==> src/rtl/irqc_pkg.sv <==
package irqc_pkg;

    // Word index of each register in the window (byte offset / 4).
    typedef enum int unsigned {
        REG_STAT = 0,
        REG_SETS = 1,
        REG_ENAB = 2,
        REG_CRIT = 3,
        REG_POLR = 4,
        REG_TRIG = 5,
        REG_MASK = 6,
        REG_VECT = 7,
        REG_VCFG = 8
    } reg_idx_e;

    localparam int unsigned NUM_REGS = 9;

endpackage

==> src/rtl/irqc_capture.sv <==
module irqc_capture #(
    parameter int unsigned NUM_SRC = 32,
    parameter int unsigned DATA_W  = 32
) (
    input  logic              clk_i,
    input  logic              rst_ni,
    input  logic [NUM_SRC-1:0] irq_src_i,   // source order
    input  logic [DATA_W-1:0] pol_i,       // register order
    input  logic [DATA_W-1:0] trig_i,      // register order
    output logic [DATA_W-1:0] evt_o        // register order
);

    typedef struct packed {
        logic [NUM_SRC-1:0] s1;
        logic [NUM_SRC-1:0] s2;
        logic [NUM_SRC-1:0] prev;
    } cap_t;

    cap_t cap_d, cap_q;
    logic [NUM_SRC-1:0] act;
    logic [NUM_SRC-1:0] pol_src;
    logic [NUM_SRC-1:0] trig_src;
    logic [NUM_SRC-1:0] evt_src;

    // Map register bit (DATA_W-1-n) to source n.
    for (genvar n = 0; n < NUM_SRC; n++) begin : g_map
        assign pol_src[n]  = pol_i[DATA_W-1-n];
        assign trig_src[n] = trig_i[DATA_W-1-n];
        assign evt_o[DATA_W-1-n] = evt_src[n];
    end

    if (DATA_W > NUM_SRC) begin : g_pad
        assign evt_o[DATA_W-NUM_SRC-1:0] = '0;
    end

    always_comb begin
        cap_d = cap_q;
        // Polarity applied before edge detection: 1 = active-high.
        act = cap_q.s2 ^ ~pol_src;
        for (int n = 0; n < NUM_SRC; n++) begin
            evt_src[n] = trig_src[n] ? (act[n] & ~cap_q.prev[n]) : act[n];
        end
        cap_d.s1   = irq_src_i;
        cap_d.s2   = cap_q.s1;
        cap_d.prev = act;
    end

    always_ff @(posedge clk_i or negedge rst_ni) begin
        if (!rst_ni) begin
            cap_q <= '0;
        end else begin
            cap_q <= cap_d;
        end
    end

    // An edge-sensitive source never reports two events on consecutive cycles.
    assert_edge_pulse_R5: assert property (@(posedge clk_i) disable iff (!rst_ni)
        ((evt_src & trig_src & $past(evt_src & trig_src)) == '0));

endmodule

==> src/rtl/irqc_regs.sv <==
module irqc_regs
    import irqc_pkg::*;
#(
    parameter int unsigned NUM_SRC = 32,
    parameter int unsigned DATA_W  = 32,
    parameter int unsigned ADDR_W  = 6
) (
    input  logic              clk_i,
    input  logic              rst_ni,
    input  logic [ADDR_W-1:0] addr_i,
    input  logic              wr_i,
    input  logic [DATA_W-1:0] wdata_i,
    output logic [DATA_W-1:0] rdata_o,
    input  logic [DATA_W-1:0] evt_i,
    input  logic [DATA_W-1:0] vec_i,
    output logic [DATA_W-1:0] stat_o,
    output logic [DATA_W-1:0] enab_o,
    output logic [DATA_W-1:0] crit_o,
    output logic [DATA_W-1:0] polr_o,
    output logic [DATA_W-1:0] trig_o,
    output logic [DATA_W-1:0] vcfg_o
);

    localparam int unsigned WORD_W = ADDR_W - 2;
    localparam logic [DATA_W-1:0] SRC_MASK = ~({DATA_W{1'b1}} >> NUM_SRC);

    typedef struct packed {
        logic [DATA_W-1:0] stat;
        logic [DATA_W-1:0] enab;
        logic [DATA_W-1:0] crit;
        logic [DATA_W-1:0] polr;
        logic [DATA_W-1:0] trig;
        logic [DATA_W-1:0] vcfg;
    } regs_t;

    regs_t reg_d, reg_q;
    logic [WORD_W-1:0]   word;
    logic [NUM_REGS-1:0] sel;
    logic [DATA_W-1:0]   set_mask;
    logic [DATA_W-1:0]   clr_mask;
    logic                unused_addr_lsb;

    assign word            = addr_i[ADDR_W-1:2];
    assign unused_addr_lsb = ^addr_i[1:0];

    for (genvar k = 0; k < NUM_REGS; k++) begin : g_sel
        assign sel[k] = (word == WORD_W'(k));
    end

    always_comb begin
        reg_d    = reg_q;
        set_mask = (wr_i && sel[REG_SETS]) ? (wdata_i & SRC_MASK) : '0;
        clr_mask = (wr_i && sel[REG_STAT]) ? wdata_i : '0;
        // Capture and forced set take precedence over a clear in the same cycle.
        reg_d.stat = ((reg_q.stat & ~clr_mask) | set_mask | evt_i) & SRC_MASK;
        if (wr_i) begin
            if (sel[REG_ENAB]) reg_d.enab = wdata_i & SRC_MASK;
            if (sel[REG_CRIT]) reg_d.crit = wdata_i & SRC_MASK;
            if (sel[REG_POLR]) reg_d.polr = wdata_i & SRC_MASK;
            if (sel[REG_TRIG]) reg_d.trig = wdata_i & SRC_MASK;
            if (sel[REG_VCFG]) reg_d.vcfg = wdata_i;
        end
    end

    always_ff @(posedge clk_i or negedge rst_ni) begin
        if (!rst_ni) begin
            reg_q      <= '0;
            reg_q.polr <= SRC_MASK;
        end else begin
            reg_q <= reg_d;
        end
    end

    always_comb begin
        rdata_o = '0;
        if (sel[REG_STAT]) rdata_o = reg_q.stat;
        if (sel[REG_SETS]) rdata_o = '0;
        if (sel[REG_ENAB]) rdata_o = reg_q.enab;
        if (sel[REG_CRIT]) rdata_o = reg_q.crit;
        if (sel[REG_POLR]) rdata_o = reg_q.polr;
        if (sel[REG_TRIG]) rdata_o = reg_q.trig;
        if (sel[REG_MASK]) rdata_o = reg_q.stat & reg_q.enab;
        if (sel[REG_VECT]) rdata_o = vec_i;
        if (sel[REG_VCFG]) rdata_o = reg_q.vcfg;
    end

    assign stat_o = reg_q.stat;
    assign enab_o = reg_q.enab;
    assign crit_o = reg_q.crit;
    assign polr_o = reg_q.polr;
    assign trig_o = reg_q.trig;
    assign vcfg_o = reg_q.vcfg;

    // A cleared bit with no capture in the clear cycle reads 0 afterwards.
    assert_w1c_R4: assert property (@(posedge clk_i) disable iff (!rst_ni)
        (wr_i && sel[REG_STAT]) |=> ((reg_q.stat & $past(wdata_i & ~evt_i)) == '0));

    // Forced bits are present after a set write.
    assert_force_R6: assert property (@(posedge clk_i) disable iff (!rst_ni)
        (wr_i && sel[REG_SETS]) |=>
            ((reg_q.stat & $past(wdata_i & SRC_MASK)) == $past(wdata_i & SRC_MASK)));

    // A status bit rises only from a capture event or a forced set.
    assert_rise_cause_R2: assert property (@(posedge clk_i) disable iff (!rst_ni)
        ((reg_q.stat & ~$past(reg_q.stat) & ~$past(evt_i | set_mask)) == '0));

    // Writes to read-only addresses leave the writable registers untouched.
    assert_readonly_R12: assert property (@(posedge clk_i) disable iff (!rst_ni)
        (wr_i && (sel[REG_MASK] || sel[REG_VECT])) |=>
            ($stable(reg_q.enab) && $stable(reg_q.crit) && $stable(reg_q.polr)
             && $stable(reg_q.trig) && $stable(reg_q.vcfg)));

endmodule

==> src/rtl/irqc_resolve.sv <==
module irqc_resolve #(
    parameter int unsigned NUM_SRC   = 32,
    parameter int unsigned DATA_W    = 32,
    parameter int unsigned VEC_SHIFT = 9
) (
    input  logic              clk_i,
    input  logic              rst_ni,
    input  logic [DATA_W-1:0] stat_i,
    input  logic [DATA_W-1:0] enab_i,
    input  logic [DATA_W-1:0] crit_i,
    input  logic [DATA_W-1:0] vcfg_i,
    output logic [DATA_W-1:0] vec_o,
    output logic              irq_crit_o,
    output logic              irq_norm_o
);

    localparam int unsigned IDX_W = (NUM_SRC > 1) ? $clog2(NUM_SRC) : 1;

    typedef struct packed {
        logic crit;
        logic norm;
    } line_t;

    line_t line_d, line_q;
    logic [DATA_W-1:0] pend;
    logic [DATA_W-1:0] base;
    logic [IDX_W-1:0]  lo_n;
    logic [IDX_W-1:0]  hi_n;
    logic [IDX_W-1:0]  rank;
    logic              any;

    assign pend = stat_i & enab_i;
    assign base = {vcfg_i[DATA_W-1:2], 2'b00};

    // Scan sources in ascending order: first hit is lowest N, last is highest N.
    always_comb begin
        lo_n = '0;
        hi_n = '0;
        any  = 1'b0;
        for (int n = 0; n < NUM_SRC; n++) begin
            if (pend[DATA_W-1-n]) begin
                if (!any) lo_n = IDX_W'(n);
                hi_n = IDX_W'(n);
                any  = 1'b1;
            end
        end
        rank  = vcfg_i[0] ? lo_n : IDX_W'(NUM_SRC - 1) - hi_n;
        vec_o = any ? base + (DATA_W'(rank) << VEC_SHIFT) : base;
    end

    always_comb begin
        line_d      = line_q;
        line_d.crit = |(pend & crit_i);
        line_d.norm = |(pend & ~crit_i);
    end

    always_ff @(posedge clk_i or negedge rst_ni) begin
        if (!rst_ni) begin
            line_q <= '0;
        end else begin
            line_q <= line_d;
        end
    end

    assign irq_crit_o = line_q.crit;
    assign irq_norm_o = line_q.norm;

    // With nothing pending the vector is the aligned base.
    assert_idle_base_R11: assert property (@(posedge clk_i) disable iff (!rst_ni)
        (pend == '0) |-> (vec_o == (vcfg_i & ~DATA_W'(3))));

    // A raised output implies a matching pending source one cycle earlier.
    assert_crit_cause_R8: assert property (@(posedge clk_i) disable iff (!rst_ni)
        irq_crit_o |-> $past((stat_i & enab_i & crit_i) != '0));
    assert_norm_cause_R8: assert property (@(posedge clk_i) disable iff (!rst_ni)
        irq_norm_o |-> $past((stat_i & enab_i & ~crit_i) != '0));

    // Vector stays inside the window of ranks above the base.
    assert_vec_range_R9: assert property (@(posedge clk_i) disable iff (!rst_ni)
        (vec_o - base) <= (DATA_W'(NUM_SRC - 1) << VEC_SHIFT));

endmodule

==> src/rtl/irqc_top.sv <==
module irqc_top #(
    parameter int unsigned NUM_SRC   = 32,
    parameter int unsigned DATA_W    = 32,
    parameter int unsigned ADDR_W    = 6,
    parameter int unsigned VEC_SHIFT = 9
) (
    input  logic               clk_i,
    input  logic               rst_ni,
    input  logic [NUM_SRC-1:0] irq_src_i,
    input  logic [ADDR_W-1:0]  reg_addr_i,
    input  logic               reg_wr_i,
    input  logic [DATA_W-1:0]  reg_wdata_i,
    output logic [DATA_W-1:0]  reg_rdata_o,
    output logic               irq_crit_o,
    output logic               irq_norm_o
);

    logic [DATA_W-1:0] evt;
    logic [DATA_W-1:0] vec;
    logic [DATA_W-1:0] stat, enab, crit, polr, trig, vcfg;

    irqc_capture #(
        .NUM_SRC (NUM_SRC),
        .DATA_W  (DATA_W)
    ) i_capture (
        .clk_i     (clk_i),
        .rst_ni    (rst_ni),
        .irq_src_i (irq_src_i),
        .pol_i     (polr),
        .trig_i    (trig),
        .evt_o     (evt)
    );

    irqc_regs #(
        .NUM_SRC (NUM_SRC),
        .DATA_W  (DATA_W),
        .ADDR_W  (ADDR_W)
    ) i_regs (
        .clk_i   (clk_i),
        .rst_ni  (rst_ni),
        .addr_i  (reg_addr_i),
        .wr_i    (reg_wr_i),
        .wdata_i (reg_wdata_i),
        .rdata_o (reg_rdata_o),
        .evt_i   (evt),
        .vec_i   (vec),
        .stat_o  (stat),
        .enab_o  (enab),
        .crit_o  (crit),
        .polr_o  (polr),
        .trig_o  (trig),
        .vcfg_o  (vcfg)
    );

    irqc_resolve #(
        .NUM_SRC   (NUM_SRC),
        .DATA_W    (DATA_W),
        .VEC_SHIFT (VEC_SHIFT)
    ) i_resolve (
        .clk_i      (clk_i),
        .rst_ni     (rst_ni),
        .stat_i     (stat),
        .enab_i     (enab),
        .crit_i     (crit),
        .vcfg_i     (vcfg),
        .vec_o      (vec),
        .irq_crit_o (irq_crit_o),
        .irq_norm_o (irq_norm_o)
    );

    // Both outputs low whenever no enabled source was pending a cycle ago.
    assert_quiet_R1: assert property (@(posedge clk_i) disable iff (!rst_ni)
        $past((stat & enab) == '0) |-> (!irq_crit_o && !irq_norm_o));

endmodule

==> config.mk <==
export PLATFORM = sky130hd
export DESIGN_NAME = irqc_top
export DESIGN_NICKNAME = d
export VERILOG_FILES = /design/src/rtl/irqc_pkg.sv /design/src/rtl/irqc_capture.sv /design/src/rtl/irqc_regs.sv /design/src/rtl/irqc_resolve.sv /design/src/rtl/irqc_top.sv
export SDC_FILE = /design/constraint.sdc
export NUM_CORES = 1
export LEC_CHECK = 0
export ABC_AREA = 1
export CORE_UTILIZATION = 45
export DETAILED_ROUTE_END_ITERATION = 8
export DONT_BUFFER_PORTS = 1
export MAX_ROUTING_LAYER = met4
export SETUP_SLACK_MARGIN = 0.05
export SYNTH_ARGS = -nofsm -noshare
export SYNTH_HDL_FRONTEND = slang
export SYNTH_HIERARCHICAL = 1
export SYNTH_SLANG_ARGS = --single-unit
==> constraint.sdc <==
create_clock -name clk_i -period 4.45 [get_ports clk_i]
set_input_delay 0.6675 -clock clk_i [delete_from_list [all_inputs] [get_ports clk_i]]
set_output_delay 0.6675 -clock clk_i [all_outputs]
set_load 0.02 [all_outputs]
==> impl_metrics.json <==
{
  "status": "finished, violations left",
  "violations": "hold timing, setup timing",
  "crit_top_cell": "nand2_1",
  "core_sq_um": 33500,
  "cts_tree": "done",
  "vias": 13944,
  "dieArea_sq_um": 34800,
  "drive_above_1_share_pct": 21.0,
  "die_y_um": 187,
  "grt_max_degree": 291,
  "vdd_drop_max_v": 0.000328,
  "drc_errors": 0,
  "final_cell_area_sq_um": 18700,
  "powerDensity_nw_per_um2": 468,
  "r2r_cells": 7,
  "clock_path_buffers": 3,
  "cp.required_ns": 3.78,
  "syn_area_per_cell_sq_um": 7.77,
  "synth_cells": 1975,
  "cts_inserted_buffers": 36,
  "root_buffer": "clkbuf_16",
  "layout_worst_path_cycle_share_pct": 127,
  "critical_path_arrival_ns": 4.99,
  "fill_cells": 3151,
  "synth_edf_count": 0,
  "synth.most_common_cell": "nand2_1",
  "yosysTopAreaCellShare_pct": 42.1,
  "antenna_found_initial": 0,
  "crit_type": "flop to output pin",
  "synth_top_area_cell": "dfrtp_1",
  "dp_hpwl_mm": 30.1,
  "grt_usage_pct": 27.3,
  "fp.dieW_um": 187,
  "ys.flop_type": "dfrtp_1",
  "place_congestion": 0.935,
  "rsz0062_at_grt": "yes",
  "pre_cts_ws_ns": -0.690,
  "insertion_delay_ns": 0.54,
  "wirelength_mm": 45.2,
  "grt_pass1_vias": 13438,
  "async_flop_share_pct": 100,
  "clock_sinks": 290,
  "fin_crit_ns": 5.65,
  "ys_ff_latch": 290,
  "fin_nets": 2215,
  "max_cap_violations": 0,
  "ys_top_cells_by_area": "dfrtp_1, nand2_1, nand3_1",
  "final.setup.worst_slack_ns": -1.20,
  "synth_common_cells": "nand2_1, dfrtp_1, nand3_1",
  "rrSetupSlack_ns": 2.33,
  "port_buffers": 0,
  "relSlewSlack_pct": 30.8,
  "hold_slack_ns": -0.161,
  "fin_skew_ns": 0.0122,
  "via_per_inst": 5.34,
  "slowest_stage": "fa_2",
  "crit_fanout": 5,
  "yosysWarnings": 6,
  "postRouteAntennaNets": 0,
  "worstSetupEndpointType": "output pin",
  "startpoint_type": "flop",
  "slowest_delay_ns": 0.39,
  "report.final.setup_viol": 21,
  "initial_core_util_pct": 45.7,
  "num_rows": 67,
  "firstDrtPassIters": 5,
  "io_pins": 107,
  "worstMarginPinSlew_ns": 1.04,
  "min_path_type": "input pin to asynchronous set/reset pin",
  "synth_area_sq_um": 15300,
  "cts_max_level": 2,
  "yosys.cell_types.count": 54,
  "place_area_sq_um": 17100,
  "cts.clk_slew.worst_paths_ns": 0.06,
  "overflow": 0,
  "yosysSeqAreaShare_pct": 47.6,
  "antenna_cells": 0,
  "synthToLayoutAreaGrowth_pct": 21.7,
  "grt_first_pass_wirelength_mm": 73.6,
  "routedWlPerCell_um": 17.3,
  "finalHoldViolCount": 134,
  "slew_violations": 0,
  "drtIter0Drc": 1098,
  "fmax_ghz": 0.177,
  "totalNegativeSetupSlack_ns": -18.06,
  "cellLeakagePower_nw": 9.32
}
-- cell usage in the layout, fill, tap and decap left out, types with 7 or more instances in the layout --
cell type | Yosys | final
o22ai_1 | 15 | 15
dfstp_2 | 32 | 32
xor2_1 | 12 | 11
nand2_2 | 44 | 53
a31oi_1 | 9 | 9
inv_1 | 246 | 243
nand3_1 | 248 | 245
nor2_4 | 8 | 14
a21oi_1 | 51 | 45
o21bai_1 | 33 | 33
nand2_1 | 530 | 520
buf_4 | 12 | 201
o21ai_0 | 180 | 175
o21ai_1 | 30 | 34
nand4_1 | 39 | 39
clkinv_2 | 0 | 8
buf_6 | 0 | 10
nor2_2 | 36 | 35
dfrtp_1 | 258 | 258
clkbuf_1 | 48 | 7
nor2_1 | 36 | 31
clkbuf_16 | 0 | 37
-- report_power, final --
group	leakage (nW)	internal (mW)	switching, mW
sequential	3.35	3.09	0.339
clock	0.618	1.94	1.15
combinational	5.35	0.959	1.26
-- logic make-up after synthesis --
logic type | share of synthesized area (%)
flip-flops | 47.6
XOR/XNOR | 1.20
multiplexers | 0.0734
AND/OR/NAND/NOR | 29.1
AO/OA/AOI/OAI | 12.3
adder cells (fa/ha/maj) | 0.538
buffers and inverters | 9.15
other | 0.0245
-- worst max-delay path: cells and delay by family (launching register included) --
kind	cells	cell delay, ns
buffers and inverters	3	0.39
XOR/XNOR	1	0.21
flip-flops	1	0.38
AO/OA/AOI/OAI	10	1.43
AND/OR/NAND/NOR	16	1.65
adder cells (fa/ha/maj)	1	0.39
-- worst paths after layout --
kind,from,end
worst min register to register,i_capture/cap_d[39],i_capture/cap_q[39]
worst min-delay path,rst_ni,i_capture/cap_q[62]
worst max-delay path,i_regs/enab_o[28],reg_rdata_o[31]
max in group asynchronous,rst_ni,i_capture/cap_q[4]
min in group clk_i,irq_src_i[3],i_capture/cap_d[35]
worst max register to register,i_regs/stat_o[11],i_resolve/irq_crit_o
-- final cells by class --
| class | count | area, sq um | share of cell area (%) |
|---|---|---|---|
| clock buffer | 48 | 1010 | 5.40 |
| timing repair buffer | 217 | 1740 | 9.33 |
| multi-input combinational | 1339 | 6860 | 36.7 |
| clock inverter | 17 | 245 | 1.31 |
| inverter | 252 | 958 | 5.13 |
| tap | 448 | 561 | 3.00 |
| sequential | 290 | 7300 | 39.1 |
-- repair_timing --
item,4_1_cts,5_1_grt
pin swaps,17,31
resized for setup,18,28
setup buffers,7,12
endpoints found under the hold margin,263,258
setup endpoints to repair,22,23
-- sequential cells by signal, indices dropped and copies added, names as in the netlist --
register / cells
i_regs/trig_o: 32
i_resolve/irq_norm_o: 1
i_capture/cap_q: 64
i_regs/vcfg_o: 32
i_regs/polr_o: 32
i_regs/stat_o: 32
i_regs/enab_o: 32
i_capture/cap_d: 32
i_resolve/irq_crit_o: 1
i_regs/crit_o: 32
-- stage by stage --
stage               power (mW)  instances  utilization (%)
finish                    8.74       2611             55.7
global placement          5.51       2528             51.0
CTS                       8.73       2600             55.1
global route              9.24       2611             55.7
detailed placement        5.56       2528             51.0
floorplan                 4.71       1976                -
-- metal layers --
metal	GRT usage [%]	up-vias	wire, um
met4	7.82	0	1010
li1	-	6751	-
met5	-	-	0
met1	36.6	6687	20500
met3	4.04	84	2650
met2	43.0	422	21100
(Power assumes the default switching activity.)
